[src/rtl/pb_wiper_pkg.sv]
package pb_wiper_pkg;
  typedef enum logic [2:0] {
    ST_IDLE,
    ST_HOLD,
    ST_CHORD,
    ST_LOCK,
    ST_SD_HELD,
    ST_SD_IDLE
  } wc_state_e;
endpackage

[src/rtl/pb_ms_tick.sv]
module pb_ms_tick #(
  parameter int CLKS_PER_MS = 50000
) (
  input  logic clk_i,
  input  logic rst_ni,
  output logic tick_o
);
  localparam int CW = (CLKS_PER_MS > 1) ? $clog2(CLKS_PER_MS) : 1;
  localparam logic [CW-1:0] LAST = CW'(CLKS_PER_MS - 1);

  logic [CW-1:0] cnt_q;

  always_ff @(posedge clk_i or negedge rst_ni) begin
    if (!rst_ni) cnt_q <= '0;
    else if (cnt_q == LAST) cnt_q <= '0;
    else cnt_q <= cnt_q + 1'b1;
  end

  assign tick_o = (cnt_q == LAST);
endmodule

[src/rtl/pb_btn_filter.sv]
module pb_btn_filter #(
  parameter int DEB_MS = 15,
  parameter int GAP_MS = 2
) (
  input  logic clk_i,
  input  logic rst_ni,
  input  logic tick_i,
  input  logic btn_ni,
  output logic held_o
);
  localparam int TH = (DEB_MS > GAP_MS) ? DEB_MS : GAP_MS;
  localparam int CW = $clog2(TH + 1);
  localparam logic [CW-1:0] T_DEB = CW'(DEB_MS);
  localparam logic [CW-1:0] T_GAP = CW'(GAP_MS);

  logic s1_q, s2_q, held_q;
  logic [CW-1:0] cnt_q;
  logic [CW-1:0] thr;

  // two-flop synchroniser, idles high (released)
  always_ff @(posedge clk_i or negedge rst_ni) begin
    if (!rst_ni) begin
      s1_q <= 1'b1;
      s2_q <= 1'b1;
    end else begin
      s1_q <= btn_ni;
      s2_q <= s1_q;
    end
  end

  assign thr = held_q ? T_GAP : T_DEB;

  always_ff @(posedge clk_i or negedge rst_ni) begin
    if (!rst_ni) begin
      cnt_q  <= '0;
      held_q <= 1'b0;
    end else if ((!s2_q) == held_q) begin
      cnt_q <= '0;
    end else if (tick_i) begin
      if (cnt_q + 1'b1 >= thr) begin
        held_q <= ~held_q;
        cnt_q  <= '0;
      end else begin
        cnt_q <= cnt_q + 1'b1;
      end
    end
  end

  assign held_o = held_q;

  p_qual_low_r1: assert property (@(posedge clk_i) disable iff (!rst_ni)
    $rose(held_o) |-> !$past(s2_q));
  p_release_high_r11: assert property (@(posedge clk_i) disable iff (!rst_ni)
    $fell(held_o) |-> $past(s2_q));
endmodule

[src/rtl/pb_wiper_ctrl.sv]
module pb_wiper_ctrl
  import pb_wiper_pkg::*;
#(
  parameter int POS_W         = 5,
  parameter int SLOW_MS       = 250,
  parameter int FAST_MS       = 50,
  parameter int FAST_AFTER_MS = 1000,
  parameter int SHDN_MS       = 2000,
  parameter int CHORD_MS      = 15
) (
  input  logic             clk_i,
  input  logic             rst_ni,
  input  logic             tick_i,
  input  logic             up_i,
  input  logic             dn_i,
  output logic [POS_W-1:0] pos_o,
  output logic             shdn_o
);
  localparam int HM0  = (SHDN_MS > FAST_AFTER_MS) ? SHDN_MS : FAST_AFTER_MS;
  localparam int HMAX = (HM0 > CHORD_MS) ? HM0 : CHORD_MS;
  localparam int TW   = $clog2(HMAX + 1);
  localparam int RMAX = (SLOW_MS > FAST_MS) ? SLOW_MS : FAST_MS;
  localparam int RW   = $clog2(RMAX + 2);
  localparam logic [TW-1:0] H_SAT = TW'(HMAX);
  localparam logic [TW-1:0] H_SD  = TW'(SHDN_MS);
  localparam logic [TW-1:0] H_FA  = TW'(FAST_AFTER_MS);
  localparam logic [TW-1:0] H_CH  = TW'(CHORD_MS);
  localparam logic [RW-1:0] R_SL  = RW'(SLOW_MS);
  localparam logic [RW-1:0] R_FS  = RW'(FAST_MS);
  localparam logic [POS_W-1:0] POS_MAX = {POS_W{1'b1}};

  wc_state_e        st_q, st_d;
  logic             dir_q, dir_d;
  logic [TW-1:0]    hold_q, hold_d, hold_inc;
  logic [RW-1:0]    rep_q, rep_d, per;
  logic [POS_W-1:0] pos_q, pos_d, save_q, save_d;
  logic             step, own, oth;

  assign hold_inc = (tick_i && hold_q != H_SAT) ? hold_q + 1'b1 : hold_q;
  assign own      = dir_q ? up_i : dn_i;
  assign oth      = dir_q ? dn_i : up_i;
  assign per      = (hold_q >= H_FA) ? R_FS : R_SL;

  always_comb begin
    st_d   = st_q;
    dir_d  = dir_q;
    hold_d = hold_inc;
    rep_d  = '0;
    save_d = save_q;
    step   = 1'b0;
    case (st_q)
      ST_IDLE: begin
        hold_d = '0;
        if (up_i && dn_i) st_d = ST_CHORD;
        else if (up_i || dn_i) begin
          st_d  = ST_HOLD;
          dir_d = up_i;
          step  = 1'b1;
        end
      end
      ST_HOLD: begin
        if (oth) begin
          st_d   = (hold_q <= H_CH) ? ST_CHORD : ST_LOCK;
          hold_d = '0;
        end else if (!own) begin
          st_d = ST_IDLE;
        end else if (tick_i) begin
          if (rep_q + 1'b1 >= per) step = 1'b1;
          else rep_d = rep_q + 1'b1;
        end else begin
          rep_d = rep_q;
        end
      end
      ST_CHORD: begin
        if (!up_i || !dn_i) st_d = ST_LOCK;
        else if (tick_i && hold_q + 1'b1 >= H_SD) begin
          st_d   = ST_SD_HELD;
          save_d = pos_q;
        end
      end
      ST_SD_HELD: if (!up_i && !dn_i) st_d = ST_SD_IDLE;
      ST_SD_IDLE: if (up_i || dn_i) st_d = ST_LOCK;
      ST_LOCK:    if (!up_i && !dn_i) st_d = ST_IDLE;
      default:    st_d = ST_IDLE;
    endcase
  end

  always_comb begin
    pos_d = pos_q;
    if (st_q == ST_CHORD && st_d == ST_SD_HELD) pos_d = '0;
    else if (st_q == ST_SD_IDLE && st_d == ST_LOCK) pos_d = save_q;
    else if (step) begin
      if (dir_d && pos_q != POS_MAX) pos_d = pos_q + 1'b1;
      else if (!dir_d && pos_q != '0) pos_d = pos_q - 1'b1;
    end
  end

  always_ff @(posedge clk_i or negedge rst_ni) begin
    if (!rst_ni) begin
      st_q   <= ST_IDLE;
      dir_q  <= 1'b0;
      hold_q <= '0;
      rep_q  <= '0;
      pos_q  <= '0;
      save_q <= '0;
    end else begin
      st_q   <= st_d;
      dir_q  <= dir_d;
      hold_q <= hold_d;
      rep_q  <= rep_d;
      pos_q  <= pos_d;
      save_q <= save_d;
    end
  end

  assign pos_o  = pos_q;
  assign shdn_o = (st_q == ST_SD_HELD) || (st_q == ST_SD_IDLE);

  p_no_wrap_r3: assert property (@(posedge clk_i) disable iff (!rst_ni)
    (st_q == ST_IDLE || st_q == ST_HOLD) |=>
      (pos_q == $past(pos_q) || pos_q == $past(pos_q) + 1'b1 || pos_q + 1'b1 == $past(pos_q)));
  p_shdn_tap0_r8: assert property (@(posedge clk_i) disable iff (!rst_ni)
    shdn_o |-> pos_q == '0);
  p_lock_hold_r10: assert property (@(posedge clk_i) disable iff (!rst_ni)
    st_q == ST_LOCK |=> pos_q == $past(pos_q));
  p_restore_r9: assert property (@(posedge clk_i) disable iff (!rst_ni)
    (st_q == ST_SD_IDLE && (up_i || dn_i)) |=> (pos_q == $past(save_q) && !shdn_o));
endmodule

[src/rtl/pb_wiper_top.sv]
module pb_wiper_top #(
  parameter int CLKS_PER_MS   = 50000,
  parameter int POS_W         = 5,
  parameter int DEB_MS        = 15,
  parameter int GAP_MS        = 2,
  parameter int SLOW_MS       = 250,
  parameter int FAST_MS       = 50,
  parameter int FAST_AFTER_MS = 1000,
  parameter int SHDN_MS       = 2000,
  parameter int CHORD_MS      = 15,
  localparam int NTAP         = 1 << POS_W
) (
  input  logic             clk_i,
  input  logic             rst_ni,
  input  logic             up_ni,
  input  logic             dn_ni,
  output logic [POS_W-1:0] pos_o,
  output logic [NTAP-1:0]  tap_o,
  output logic             shdn_o
);
  logic       tick;
  logic [1:0] btn_n, held;

  assign btn_n = {dn_ni, up_ni};

  pb_ms_tick #(.CLKS_PER_MS(CLKS_PER_MS)) u_tick (
    .clk_i (clk_i),
    .rst_ni(rst_ni),
    .tick_o(tick)
  );

  for (genvar g = 0; g < 2; g++) begin : g_btn
    pb_btn_filter #(.DEB_MS(DEB_MS), .GAP_MS(GAP_MS)) u_flt (
      .clk_i (clk_i),
      .rst_ni(rst_ni),
      .tick_i(tick),
      .btn_ni(btn_n[g]),
      .held_o(held[g])
    );
  end

  pb_wiper_ctrl #(
    .POS_W(POS_W), .SLOW_MS(SLOW_MS), .FAST_MS(FAST_MS),
    .FAST_AFTER_MS(FAST_AFTER_MS), .SHDN_MS(SHDN_MS), .CHORD_MS(CHORD_MS)
  ) u_ctrl (
    .clk_i (clk_i),
    .rst_ni(rst_ni),
    .tick_i(tick),
    .up_i  (held[0]),
    .dn_i  (held[1]),
    .pos_o (pos_o),
    .shdn_o(shdn_o)
  );

  for (genvar i = 0; i < NTAP; i++) begin : g_tap
    assign tap_o[i] = (pos_o == POS_W'(i));
  end

  p_tap_onehot_r12: assert property (@(posedge clk_i) disable iff (!rst_ni)
    $onehot(tap_o) && tap_o[pos_o]);
endmodule

[config.mk]
export PLATFORM = sky130hd
export DESIGN_NAME = pb_wiper_top
export DESIGN_NICKNAME = d
export VERILOG_FILES = /design/src/rtl/pb_wiper_pkg.sv /design/src/rtl/pb_ms_tick.sv /design/src/rtl/pb_btn_filter.sv /design/src/rtl/pb_wiper_ctrl.sv /design/src/rtl/pb_wiper_top.sv
export SDC_FILE = /design/constraint.sdc
export NUM_CORES = 1
export LEC_CHECK = 0
export ABC_AREA = 1
export ABC_CLOCK_PERIOD_IN_PS = 3000
export BUFFER_PORTS_ARGS = -buffer_cell sky130_fd_sc_hd__clkbuf_2
export CAP_MARGIN = 5
export CORE_UTILIZATION = 40
export CTS_CLUSTER_SIZE = 24
export DETAILED_ROUTE_END_ITERATION = 10
export PLACE_DENSITY = 0.7
export SKIP_LAST_GASP = 1
export SLEW_MARGIN = 20
export SYNTH_ARGS = -nofsm -noshare
export SYNTH_HDL_FRONTEND = slang
export SYNTH_HIERARCHICAL = 1
export SYNTH_SLANG_ARGS = --single-unit
[constraint.sdc]
create_clock -name clk_i -period 3 [get_ports clk_i]
set_clock_uncertainty 0.1 [all_clocks]
set_input_delay 0.75 -clock clk_i [delete_from_list [all_inputs] [get_ports clk_i]]
set_output_delay 0.75 -clock clk_i [all_outputs]
set_load 0.03 [all_outputs]
Yosys cells after proc, flatten, opt, wreduce, memory -nomap -nowiden
Index checks and enable logic that the tools add are counted.
- register bits: 63
- output and inout port bits: 38
- word-level logic and storage cells: 150
- add/sub/neg operators: 7
- $lt $le $gt $ge: 6
- equality and inequality tests: 44
- mux-type cells: 46
- bitwise operators: 5
- reduce and logical (&&, ||, !) cells: 27
- operators by type and width (kind ; count):
    5-bit == test, second input constant ; 16
    8-bit two-way mux ; 6
    5-bit by 4-bit == test with 1-bit output, second input constant ; 8
    4-bit two-way mux ; 8
    3-bit two-way mux ; 9
    5-bit two-way mux ; 5
    11-bit two-way mux ; 2
    11-bit one-hot mux with 2 select lines ; 1
    5-bit by 3-bit == test with 1-bit output, second input constant ; 4
    3-bit one-hot mux with 6 select lines ; 1
    16-bit by 1-bit adder with 16-bit output, second input constant ; 1
    16-bit == test, second input constant ; 1
    16-bit two-way mux ; 1
    1-bit two-way mux ; 12
    11-bit by 1-bit adder with 11-bit output, second input constant ; 1
    11-bit by 10-bit >= comparator with 1-bit output, second input constant ; 1
    11-bit >= comparator, second input constant ; 1
    11-bit by 4-bit less-or-equal comparator with 1-bit output, second input constant ; 1
    11-bit != test, second input constant ; 1
    5-bit by 2-bit == test with 1-bit output, second input constant ; 2
    3-bit by 2-bit == test with 1-bit output, second input constant ; 3
    3-bit == test, second input constant ; 3
    3-bit AND reduction ; 3
    4-bit by 1-bit adder with 4-bit output, second input constant ; 2
    22 further kinds ; 42

Logic depth before layout (Yosys ltp)
Gate-level depths: netlist (run 1).
- word-level depth: 11
- gate-level depth with buffers: 21
- gate-level depth less buffers: 21

By module
The synthesis (run 1) kept the hierarchy.
- modules (own cells, without submodules) (module ; times used ; cells each ; area each (um^2)):
    pb_wiper_ctrl ; 1 ; 329 ; 2382.3
    pb_ms_tick ; 1 ; 121 ; 877.1
    pb_btn_filter ; 2 ; 56 ; 427.9
    pb_wiper_top ; 1 ; 65 ; 269.0

Least setup slack after synthesis (run 1)
OpenSTA, ideal clock, no wires.
- kind: reg-to-reg
- start point: register g_btn[0].u_flt.held_q
- end point: register u_ctrl.pos_q[4] (netlist: u_ctrl/pos_o[4])
- setup time: 0.118 ns
- arrival time: 2.308 ns
- required time: 2.782 ns
- slack: 0.474 ns
- stages on the path, launching flop included: 20
- buffers on the path: 0
- period minus slack after synthesis: 2.526 ns
- cells stage by stage: dfrtp_1 > inv_1 > ha_1 > nor2_1 > nand3_1 > nand2_1 > inv_2 > nor2_1 > inv_1 > ha_1 > inv_1 > o21bai_1 > a31oi_1 > nand3_1 > nand3_1 > nand2_1 > nand2_1 > inv_1 > nand2_1 > nand2_1
- word-level cells in the longest chain between the ends: 9
- elaborated cells between the ends (all ways): 38
- those cells by class: eq/ne (2); mux (23); reduce/logical (13)
- ends and longest elaborated chain (element ; RTL line ; RTL):
    from (decl) ; pb_btn_filter.sv:16 ; logic s1_q, s2_q, held_q;
    from (signal assigned) ; pb_btn_filter.sv:41 ; held_q <= ~held_q;
    1-bit logical OR ; pb_wiper_ctrl.sv:55 ; else if (up_i || dn_i) begin
    1-bit two-way mux ; pb_wiper_ctrl.sv:55 ;
    1-bit two-way mux * ; pb_wiper_ctrl.sv:54 ; if (up_i && dn_i) st_d = ST_CHORD;
    1-bit two-way mux * ; pb_wiper_ctrl.sv:51 ; case (st_q)
    via u_ctrl.dir_d ; pb_wiper_ctrl.sv:33 ; logic dir_q, dir_d;
    1-bit logical AND ; pb_wiper_ctrl.sv:93 ; if (dir_d && pos_q != POS_MAX) pos_d = pos_q + 1'b1;
    5-bit two-way mux ; pb_wiper_ctrl.sv:93 ;
    5-bit two-way mux ; pb_wiper_ctrl.sv:92 ; else if (step) begin
    5-bit two-way mux ; pb_wiper_ctrl.sv:91 ; else if (st_q == ST_SD_IDLE && st_d == ST_LOCK) pos_d = save_q;
    5-bit two-way mux ; pb_wiper_ctrl.sv:90 ; if (st_q == ST_CHORD && st_d == ST_SD_HELD) pos_d = '0;
    to (signal assigned) ; pb_wiper_ctrl.sv:111 ; pos_q <= pos_d;
    to (decl) ; pb_wiper_ctrl.sv:36 ; logic [POS_W-1:0] pos_q, pos_d, save_q, save_d;
The timed path passes the listed nets; every way through them passes the cells marked *. The select of a mux whose other input is x is not followed.
A chain may end at the register's enable or synchronous reset.

Worst setup path after layout (run 1)
Ends and elaborated chain as after synthesis.

==> summary.md, run 1 <==
| Metric | Value |
|---|---|
| Most frequent CP cell | nand2_1 |
| Top cell type's share of synthesized area | 33.7% |
| Sw power | 0.000337 W |
| Syn Nets | roughly 650 |
| Fin area | 4960 sq um |
| Worst-path maximum fanout | 6 |
| Top-count cell post-synth | nand2_1 |
| Fmax | 364 MHz |
| WL per Instance | 11.4 um |
| Pins Over Slew Limit | 0 |
| HP Class | reg -> reg |
| Dpl hpwl | 6.90 mm |
| Kind of critical path | reg -> reg |
| Critical Path Sink Type | flip-flop |
| Post-route minimum period | 2.75 ns |
| Placed cell areas | approximately 4700 sq um |
| Clock Tree Buf Depth | 2 |
| Initial core utilization | 41.9% |
| Unique cell type count in the Yosys netlist | 42 |
| Syn Area/Cell | 6.99 sq um |
| CTS tree | yes |
| CTS root buf | clkbuf_8 |
| Share of cells above drive strength 1 | 16.5% |
| Clock latency on the worst-skew pair | 0.33 ns |
| Synth area leaders | dfrtp_1, nand2_1, inv_1 |
| Synth Register Bits | 63 |
| Syn Inst Count | 627 |
| Slowest cell on the critical path | dfrtp_2 |
| Hold path depth | 0 |
| H-tree depth | 3 |
| Die width | around 110 um |
| Worst-path cell chain | inv_1 -> ha_1 -> nor2_1 -> nand3_1 -> nand2_2 -> inv_2 -> nor2_1 -> inv_2 -> ha_1 -> inv_1 -> o21bai_1 -> a31oi_2 -> nand3_1 -> nand3_1 -> nand2_1 -> nand2_1 -> inv_1 -> nand2_1 -> nand2_1 |
| Final WL | around 9.4 mm |
| Placement Rows | 37 |
| FF-to-FF path depth | 19 |
| P_leak | 2.59 nW |
| Post-synth top area cell | dfrtp_1 |
| CP required | 3.11 ns |
| Diodes inserted | 0 |
| Async SR Flop Fraction | 100% |
| Clk sink count | 63 |
| Post-synth EDFFs | 0 |
| Sequential fraction of the synthesis area | 36.1% |
| Starting DRC count in detailed routing | 284 |
| Vias in the first global route | 3889 |
| Initial antenna violation count | 0 |
| Worst R2R End | u_ctrl/pos_o[4]$_DFFE_PN0P_ |
| Vias per inst | around 5.0 |
| Grt total ovfl | 0 |
| IO Pins | 42 |
| Maxcap violations | 0 |
| Die H | 107 um |
| Hold Vio Cnt, Final | 0 |
| Final hold slack | 0.259 ns |
| Total power | 0.00157 W |
| Post-route setup slack | 0.255 ns |
| Final GP Congestion | 0.828 |
| Total Routing Usage GR | 17.4% |
| Vias | 4081 |
| Run status | complete, no violations |
| Crit-path max cell delay | roughly 0.42 ns |
| Synthesized area | 4380 sq um |
| Worst R2R Start | g_btn[0].u_flt/held_o$_DFFE_PN0P_ |
| Most used DFF post-synth | dfrtp_1 |
| Sequential Power Share | between 50% and 60% |
| Flop2flop setup slack | 0.25 ns |
| Switching share of power | roughly 21% |
| Number of routed nets with antenna violations | 0 |
| Yosys warns | 6 |
| Combinational Power Share | 1.6% |
| Critical path launch point type | flip-flop |
| Clock network power share | 44.0% |
| Internal power | 0.00124 W |
| # setup viols final | 0 |
| Port Buffers | 41 |
| Layout Nets | a little over 700 |
| Slew HR | 47.0% |
| First-pass GRT wire length | around 16 mm |
| CTS clk-pin slew, worst paths | 0.07 ns |
| Tcrit/Tclk final | 91.5% |
| HP Start | g_btn[1].u_flt/s1_q$_DFF_PN1_ |
| Die ar. | 11400 sq um |
| CTS buffer count | 9 |
| Post-synth top cells | nand2_1, inv_1, nor2_1 |
| Peak VDD IR | 0.217 mV |
| Area Growth Syn to Fin | 13.2% |
| Largest net degree at the start of global routing | 64 |
| CTS hold repair buffers | 0 |
| Hold path endpoint | g_btn[1].u_flt/s2_q$_DFF_PN1_ |
| CP arrival | between 2 and 3 ns |
| Placeable Area | 10500 sq um |
| Layout fillers | 1041 |
| TritonRoute pass-1 iters | 6 |
| Slew @ Worst Pin | ~0.79 ns |
| Power Density | around 320 nW/um^2 |
| # DRC | 0 |
| Setup Slack @ Placement | 0.125 ns |
| Total negative slack | 0 ns |
## kinds of logic (layout without fill, tap and decap cells)
| kind of cell | Yosys count | in the layout | share of synthesized area, % |
|---|---|---|---|
| simple gates | 373 | 373 | 38.4 |
| buf+inv | 99 | 157 | 9.02 |
| flops | 63 | 63 | 36.1 |
| compound gates | 57 | 57 | 7.51 |
| fa+ha+maj | 22 | 22 | 6.45 |
| xor+xnor | 13 | 13 | 2.60 |
## power by group through the flow
stage               combinational, W  clock, W  sequential, W
floorplan                 0.00000511         0       0.000871
global placement           0.0000260         0       0.000871
detailed placement         0.0000270         0       0.000872
CTS                        0.0000268  0.000730       0.000855
global route               0.0000301  0.000763       0.000855
finish                     0.0000246  0.000692       0.000856
## metal layers
| layer | up-vias | part of all wire (%) | wire (um) | global-route usage (%) |
|---|---|---|---|---|
| li1 | 2108 | - | - | - |
| met1 | 1887 | 46 | 4360 | 20.9 |
| met2 | 80 | 50 | 4670 | 31.7 |
| met3 | 6 | 3.4 | 316 | 3.34 |
| met4 | 0 | 0.29 | 27 | 4.21 |
| met5 | - | 0 | 0 | 0 |
## final cells by class
type	count	area, sq um	area share, %
Sequential cell	63	1580	31.9
Inverter	94	355	7.16
Clock buffer	11	131	2.65
Tap cell	136	170	3.43
Timing Repair Buffer	48	258	5.19
Multi-Input combinational cell	465	2420	48.7
Clock inverter	4	47.5	0.958
## cell usage in the layout, fill, tap and decap left out, drive strengths merged
cell type	Yosys	final
a21o	2	2
clkinvlp	0	1
o21bai	1	1
clkbuf	0	52
fa	1	1
clkinv	0	2
a21oi	11	11
a221oi	1	1
o211ai	1	1
nor3	18	18
o22ai	4	4
inv	94	94
buf	5	7
o31ai	1	1
dfrtp	59	59
or2	1	1
nand3	54	54
ha	21	21
bufinv	0	1
a211oi	2	2
nor2	93	93
dfstp	4	4
nand2	187	187
o311ai	1	1
o21ai	28	28
xor2	12	12
a31oi	5	5
xnor2	1	1
and3	1	1
nand3b	6	6
nand4	11	11
nor4	2	2
## how the worst max path moves through the flow
stage / startpoint / to / slack (ns) / depth (start not counted)
2_1_floorplan: g_btn[0].u_flt/held_o$_DFFE_PN0P_ / u_ctrl/pos_o[4]$_DFFE_PN0P_ / 0.47 / 19
3_3_place_gp: g_btn[0].u_flt/held_o$_DFFE_PN0P_ / u_ctrl/pos_o[4]$_DFFE_PN0P_ / 0.30 / 19
3_5_place_dp: g_btn[0].u_flt/held_o$_DFFE_PN0P_ / u_ctrl/pos_o[4]$_DFFE_PN0P_ / 0.12 / 19
4_1_cts: g_btn[0].u_flt/held_o$_DFFE_PN0P_ / u_ctrl/pos_o[4]$_DFFE_PN0P_ / 0.08 / 19
5_1_grt: g_btn[0].u_flt/held_o$_DFFE_PN0P_ / u_ctrl/pos_o[4]$_DFFE_PN0P_ / -0.03 / 19
6_report: g_btn[0].u_flt/held_o$_DFFE_PN0P_ / u_ctrl/pos_o[4]$_DFFE_PN0P_ / 0.25 / 19
## repair_timing
action	4_1_cts	5_1_grt
endpoints found under the setup margin	0	2
buffers inserted	0	3
resized for setup	0	6
## metrics by stage
step / instances / utilization, %
final: 821 / 47.5
after CTS: 818 / 47.1
after global placement: 803 / 45.4
after detailed placement: 803 / 45.4
after floorplan: 627 / -
after global routing: 821 / 47.5
## state kept, by name (all words and copies together) (netlist names)
signal              count
u_tick/cnt_q           16
u_ctrl/dir_q            1
u_ctrl/hold_q          11
g_btn.u_flt/held_o      2
u_ctrl/st_q             3
u_ctrl/rep_q            8
u_ctrl/pos_o            5
g_btn.u_flt/s1_q        2
g_btn.u_flt/cnt_q       8
g_btn.u_flt/s2_q        2
u_ctrl/save_q           5
## critical path: cells and delay by family, from the launching register on
kind,cells,cell delay [ns]
simple gates,10,0.96
buf+inv,5,0.35
fa+ha+maj,2,0.55
flops,1,0.42
compound gates,2,0.25
Power figures use the tool's default switching activity.
==> run 2, diff against run 1 <==
- RECOVER_POWER: default -> 50
==> run 2 against run 1 <==
Sequential power barely moved; the flow now finishes with violations (max-capacitance violations, max-slew violations); fmax shrank 0.16%; combinational power fell by 2%; utilization about the same; worst setup slack worse by 0.0043 ns; die area is the same; highest routed layer unchanged.
==> summary.md, run 2 (synthesis results as in run 1) <==
| Metric | Value |
|---|---|
| First-pass GRT wire length | 16.4 mm |
| Flop2flop setup slack | 0.25 ns |
| Initial antenna violation count | 0 |
| # setup viols final | 0 |
| Total Routing Usage GR | 17.4% |
| Number of buffers and inverters on the critical path | 5 |
| Clk sink count | 63 |
| CTS clk-pin slew, worst paths | 0.07 ns |
| Pins Over Slew Limit | 64 |
| Top Registers | u_tick/cnt_q x16, u_ctrl/hold_q x11 |
| Die width | 107 um |
| CTS buffer count | 9 |
| Most frequent CP cell | nand2_1 |
| Critical Path Start | g_btn[0].u_flt/held_o$_DFFE_PN0P_ |
| Post-Layout Cell Count | 821 |
| Worst-path cell chain | inv_1 -> ha_1 -> nor2_1 -> nand3_1 -> nand2_2 -> inv_2 -> nor2_1 -> inv_2 -> ha_1 -> inv_1 -> o21bai_1 -> a31oi_2 -> nand3_1 -> nand3_1 -> nand2_1 -> nand2_1 -> inv_1 -> nand2_1 -> nand2_1 |
| Power Density | 317 nW/um^2 |
| Maxcap violations | 1 |
| Layout fillers | between 1000 and 1500 |
| Clock network power share | about 44% |
| Starting DRC count in detailed routing | 284 |
| Critical Path End | u_ctrl/pos_o[4]$_DFFE_PN0P_ |
| Area Growth Syn to Fin | 13.1% |
| Layout Nets | 707 |
| Placed Cells | 803 |
| Worst R2R Start | g_btn[0].u_flt/held_o$_DFFE_PN0P_ |
| Final hold slack | around 0.26 ns |
| Diodes inserted | 0 |
| P_leak | 2.59 nW |
| Biggest register | u_tick/cnt_q |
| Vias | 4077 |
| Fmax | 364 MHz |
| Die ar. | 11400 sq um |
| WP depth | 19 |
| Max reg flops | 16 |
| WL per Instance | between 10 and 15 um |
| Peak VDD IR | 0.217 mV |
| H-tree depth | 3 |
| Sw power | 0.000337 W |
| Largest net degree at the start of global routing | 64 |
| Critical path launch point type | flip-flop |
| TritonRoute pass-1 iters | 6 |
| Number of routed nets with antenna violations | 0 |
| Placeable Area | 10500 sq um |
| Dpl hpwl | 6.90 mm |
| Worst R2R End | u_ctrl/pos_o[4]$_DFFE_PN0P_ |
| Hold path depth | 0 |
| Vias per inst | 4.97 |
| Worst-path maximum fanout | 6 |
| Internal power | 0.00124 W |
| Slew HR | -3.72% |
| Die H | 107 um |
| HP Class | reg -> reg |
| Combinational Power Share | about 1.5% |
| Kind of critical path | reg -> reg |
| CP required | a little over 3 ns |
| CP arrival | around 2.9 ns |
| Share of cells above drive strength 1 | 16.4% |
| Slowest cell on the critical path | dfrtp_2 |
| Initial core utilization | 41.9% |
| Final GP Congestion | approximately 0.83 |
| Most frequent cells in the layout | nand2_1, nor2_1, inv_1 |
| Total negative slack | 0 ns |
| Clock latency on the worst-skew pair | 0.33 ns |
| Violated checks | max-capacitance violations, max-slew violations |
| Placement Rows | 37 |
| FF-to-FF path depth | 19 |
| Run status | finished with violations |
| Commonest non-fill, non-tap cell in the layout | nand2_1 |
| CTS tree | yes |
| CTS root buf | clkbuf_8 |
| Critical Path Sink Type | flip-flop |
| CP top delay family | simple AND/OR/NAND/NOR gates |
| Tcrit/Tclk final | 91.7% |
| Clock Tree Buf Depth | 2 |
| Grt total ovfl | 0 |
| Port Buffers | 41 |
| Sequential Power Share | a little over half |
| # DRC | 0 |
| Final WL | 9.38 mm |
| Vias in the first global route | 3889 |
| IO Pins | 42 |
| Hold Vio Cnt, Final | 0 |
| Post-route minimum period | approximately 2.7 ns |
| Slew @ Worst Pin | 1.56 ns |
| CTS hold repair buffers | 0 |
| Crit-path max cell delay | 0.42 ns |
| Switching share of power | 21.4% |
-- run 2: cell type report --
cell class	count	area [sq um]	share of cell area, %
timing repair buffer	48	255	5.15
clock inverter	4	47.5	0.959
multi-input combinational	465	2420	48.7
clock buffer	11	131	2.65
tap	136	170	3.43
inverter	94	355	7.16
sequential	63	1580	31.9
-- run 2: worst reg2reg max path: stages (launching register included) --
cell and delay (ns):
dfrtp_2 0.42, inv_1 0.07, ha_1 0.24, nor2_1 0.17
nand3_1 0.12, nand2_2 0.12, inv_2 0.04, nor2_1 0.15
inv_2 0.09, ha_1 0.31, inv_1 0.11, o21bai_1 0.08
a31oi_2 0.17, nand3_1 0.10, nand3_1 0.08, nand2_1 0.05
nand2_1 0.06, inv_1 0.04, nand2_1 0.06, nand2_1 0.06
-- run 2: timing repair --
action                                  in CTS  in global routing
endpoints found under the hold margin        0                  0
resized for setup                            0                  6
setup buffers                                0                  3
endpoints found under the setup margin       0                  2
-- run 2: metal layers --
metal,part of all wire (%),global-route usage (%),wire [um]
met2,50,31.7,4670
met4,0.29,4.21,27
met3,3.0,3.34,286
met1,47,20.9,4400
met5,0,0,0
-- run 2: stage by stage --
stage	utilization, %	total power, W	cell area [sq um]	setup WS (ns)
finish	47.4	0.00157	4960	0.250
global route	47.4	0.00165	4960	-0.0251
CTS	47.1	0.00161	4930	0.0774
detailed placement	45.4	0.000899	4750	0.125
global placement	45.4	0.000897	4750	0.303
floorplan	-	0.000876	4380	0.474
-- run 2: worst min path at each step --
stage,startpoint,to,slack (ns)
finish,g_btn[1].u_flt/s1_q$_DFF_PN1_,g_btn[1].u_flt/s2_q$_DFF_PN1_,0.26
detailed placement,g_btn[1].u_flt/s1_q$_DFF_PN1_,g_btn[1].u_flt/s2_q$_DFF_PN1_,0.25
floorplan,g_btn[0].u_flt/s1_q$_DFF_PN1_,g_btn[0].u_flt/s2_q$_DFF_PN1_,0.25
CTS,g_btn[0].u_flt/s1_q$_DFF_PN1_,g_btn[0].u_flt/s2_q$_DFF_PN1_,0.26
global route,g_btn[1].u_flt/s1_q$_DFF_PN1_,g_btn[1].u_flt/s2_q$_DFF_PN1_,0.27
global placement,g_btn[1].u_flt/s1_q$_DFF_PN1_,g_btn[1].u_flt/s2_q$_DFF_PN1_,0.25
-- run 2: power by group through the flow --
stage | sequential (W) | combinational, W | clock (W)
after global placement | 0.000871 | 0.0000260 | 0
after global routing | 0.000855 | 0.0000297 | 0.000763
final | 0.000856 | 0.0000241 | 0.000692
after detailed placement | 0.000872 | 0.0000270 | 0
after CTS | 0.000855 | 0.0000268 | 0.000730
after floorplan | 0.000871 | 0.00000511 | 0
==> run 3, diff against run 2 <==
- ABC_AREA: 1 -> default
- CELL_PAD_IN_SITES_DETAIL_PLACEMENT: default -> 1
- CELL_PAD_IN_SITES_GLOBAL_PLACEMENT: default -> 2
- CORE_UTILIZATION: 40 -> 37
- PLACE_DENSITY: 0.7 -> 0.91
==> run 3 against run 2 <==
The run now ends clean; critical path depth fell by 6; clock-buffer cell count grew 1; flip-flop and latch count is the same; final cell count shrank 17%; register-to-register slack got worse by 0.11 ns; global-route usage up 3.0 points; critical path type unchanged.
==> summary.md, run 3 <==
| Metric | Value |
|---|---|
| Max layer used | met4 |
| Setup Slack @ Placement | -0.0443 ns |
| IO Pins | 42 |
| CP required | 3.13 ns |
| Placement Rows | 38 |
| Post-synth top cells | nor2_1, dfrtp_1, nand2_1 |
| Worst-path cell chain | inv_1 -> ha_2 -> nor2_4 -> a21bo_2 -> a21boi_2 -> inv_2 -> fa_2 -> a21o_1 -> a21oi_2 -> nor4b_4 -> o22ai_1 -> xor2_1 -> a211oi_1 |
| Number of buffers and inverters on the critical path | 2 |
| Post-route setup slack | roughly 0.14 ns |
| Post-synth top area cell | dfrtp_1 |
| Hold Vio Cnt, Final | 0 |
| Placeable Area | ~11000 sq um |
| Maxcap violations | 0 |
| Initial core utilization | 38.8% |
| # setup viols final | 0 |
| Share of cells above drive strength 1 | between 20% and 30% |
| Die ar. | 12000 sq um |
| Die H | 110 um |
| Total Routing Usage GR | between 20% and 30% |
| Unique cell type count in the Yosys netlist | between 70 and 80 |
| Largest net degree at the start of global routing | 33 |
| Critical Path Sink Type | flip-flop |
| WL per Instance | 16.9 um |
| Unrepaired setup endpoints after global routing | true |
| Layout Nets | 561 |
| Area Growth Syn to Fin | 20.4% |
| TritonRoute pass-1 iters | 4 |
| HP Class | reg -> reg |
| Met2 WL | between 6 and 7 mm |
| Die width | between 100 and 150 um |
| Initial antenna violation count | 0 |
| CTS hold repair buffers | 0 |
| Starting DRC count in detailed routing | 150 |
| Final WL | 11.5 mm |
| CP arrival | ~3 ns |
| Vias per inst | 5.49 |
| CTS root buf | clkbuf_16 |
| Port Buffers | 41 |
| Top cell type's share of synthesized area | 34.4% |
| Clock latency on the worst-skew pair | 0.33 ns |
| Syn Area/Cell | approximately 9 sq um |
| Synth Register Bits | 63 |
| Syn Inst Count | between 400 and 500 |
| Metal3 WL | 228 um |
| Slowest cell on the critical path | dfrtp_2 |
| Top Registers | u_tick/cnt_q x16, u_ctrl/hold_q x11 |
| Max reg flops | 16 |
| Synthesized area | 4300 sq um |
| Finished Core Util | 46.7% |
| Kind of critical path | reg -> reg |
| Peak VDD IR | 0.228 mV |
| H-tree depth | 3 |
| M1 WL | 5.08 mm |
| Dpl hpwl | 8.15 mm |
| Fin area | between 5000 and 6000 sq um |
| Diodes inserted | 0 |
| Post-synth EDFFs | 0 |
| Post-Layout Cell Count | 680 |
| CP top delay family | compound AO/OA/AOI/OAI gates |
| Tcrit/Tclk final | 95.3% |
| Worst-path maximum fanout | 7 |
| Slew @ Worst Pin | 0.960 ns |
| Run status | complete, no violations |
| Critical path launch point type | flip-flop |
| # DRC | 0 |
| Commonest non-fill, non-tap cell in the layout | nor2_1 |
| Placed cell areas | 4810 sq um |
| Grt total ovfl | 0 |
| Vias in the first global route | between 3000 and 4000 |
| Final GP Congestion | approximately 0.86 |
| Most used DFF post-synth | dfrtp_1 |
| Vias | approximately 3700 |
| Post-route minimum period | 2.86 ns |
| Biggest register | u_tick/cnt_q |
| Syn Nets | just under 500 |
| Crit-path max cell delay | roughly 0.44 ns |
| Total negative slack | 0 ns |
| Clock Tree Buf Depth | 2 |
| Placed Cells | 661 |
| Power Density | 370 nW/um^2 |
| Yosys warns | 6 |
| CTS clk-pin slew, worst paths | 0.05 ns |
| CTS buffer count | 9 |
| Synth area leaders | dfrtp_1, ha_1, nor2_1 |
| P_leak | 2.40 nW |
| Slew HR | 36.0% |
| CTS tree | yes |
| Pins Over Slew Limit | 0 |
| Number of routed nets with antenna violations | 0 |
| Clk sink count | between 60 and 70 |
| Fmax | approximately 350 MHz |
| First-pass GRT wire length | 19.1 mm |
| Sequential fraction of the synthesis area | about 37% |
| Top-count cell post-synth | nor2_1 |
| Async SR Flop Fraction | 100% |
| Most frequent cells in the layout | nor2_1, dfrtp_1, clkbuf_2 |
## run 3: cell type report
type,count,area [sq um]
clock buffers,12,246
clock inverters,4,47.5
fillers,1289,5910
inverters,20,75.1
multi-input cells,366,2580
flip-flops and latches,63,1590
well taps,140,175
repair buffers,75,459
## run 3: path summary, 6_finish.rpt
kind                                                   start                       endpoint  slack [ns]  depth (start not counted)
max in group asynchronous                             rst_ni     u_tick/cnt_q[15]$_DFF_PN0_        0.98                          2
hold / removal                 g_btn[0].u_flt/s1_q$_DFF_PN1_  g_btn[0].u_flt/s2_q$_DFF_PN1_        0.26                          0
hold reg to reg                g_btn[0].u_flt/s1_q$_DFF_PN1_  g_btn[0].u_flt/s2_q$_DFF_PN1_        0.26                          0
setup reg to reg           g_btn[0].u_flt/held_o$_DFFE_PN0P_    u_ctrl/pos_o[4]$_DFFE_PN0P_        0.14                         13
min in group asynchronous                             rst_ni    u_ctrl/pos_o[4]$_DFFE_PN0P_        0.45                          1
setup / recovery           g_btn[0].u_flt/held_o$_DFFE_PN0P_    u_ctrl/pos_o[4]$_DFFE_PN0P_        0.14                         13
## run 3: worst register-to-register path, delay by kind of cell (launching register included)
| family | cells | cell delay, ns |
|---|---|---|
| AO/OA/AOI/OAI | 6 | 1.05 |
| XOR/XNOR | 1 | 0.16 |
| adder cells (fa/ha/maj) | 2 | 0.57 |
| buffers and inverters | 2 | 0.20 |
| flip-flops | 1 | 0.44 |
| AND/OR/NAND/NOR | 2 | 0.25 |
## run 3: cell families (layout without fill, tap and decap cells)
group	Yosys count	in the layout	synth area share (%)
buffers and inverters	38	111	4.48
adders and majority gates	22	22	6.58
xor gates and xnor gates	36	36	7.69
AOI/OAI and AO/OA	82	82	14.0
muxes	14	14	3.79
DFF	63	63	36.8
and+or+nand+nor	212	212	26.7
## run 3: metrics by stage
stage               hold slack [ns]  power [W]
finish                        0.255    0.00191
global placement              0.246   0.000899
CTS                           0.255    0.00194
detailed placement            0.247   0.000901
global route                  0.258    0.00197
floorplan                     0.245   0.000875
## run 3: repair_timing
action / in CTS / in global routing
setup buffers: 0 / 3
endpoints found under the setup margin: 1 / 13
resized for setup: 2 / 13
pin swaps: 0 / 6
## run 3: report_power, final
| group | total, W | internal (W) | switching (W) |
|---|---|---|---|
| registers | 0.000857 | 0.000856 | 0.00000175 |
| logic | 0.0000265 | 0.00000623 | 0.0000203 |
| clock network | 0.00103 | 0.000663 | 0.000365 |
## run 3: metal layers
metal	global-route usage [%]	up-vias
li1	-	1803
met1	24.0	1865
met2	37.2	54
met3	2.73	10
met4	8.38	0
met5	0	-
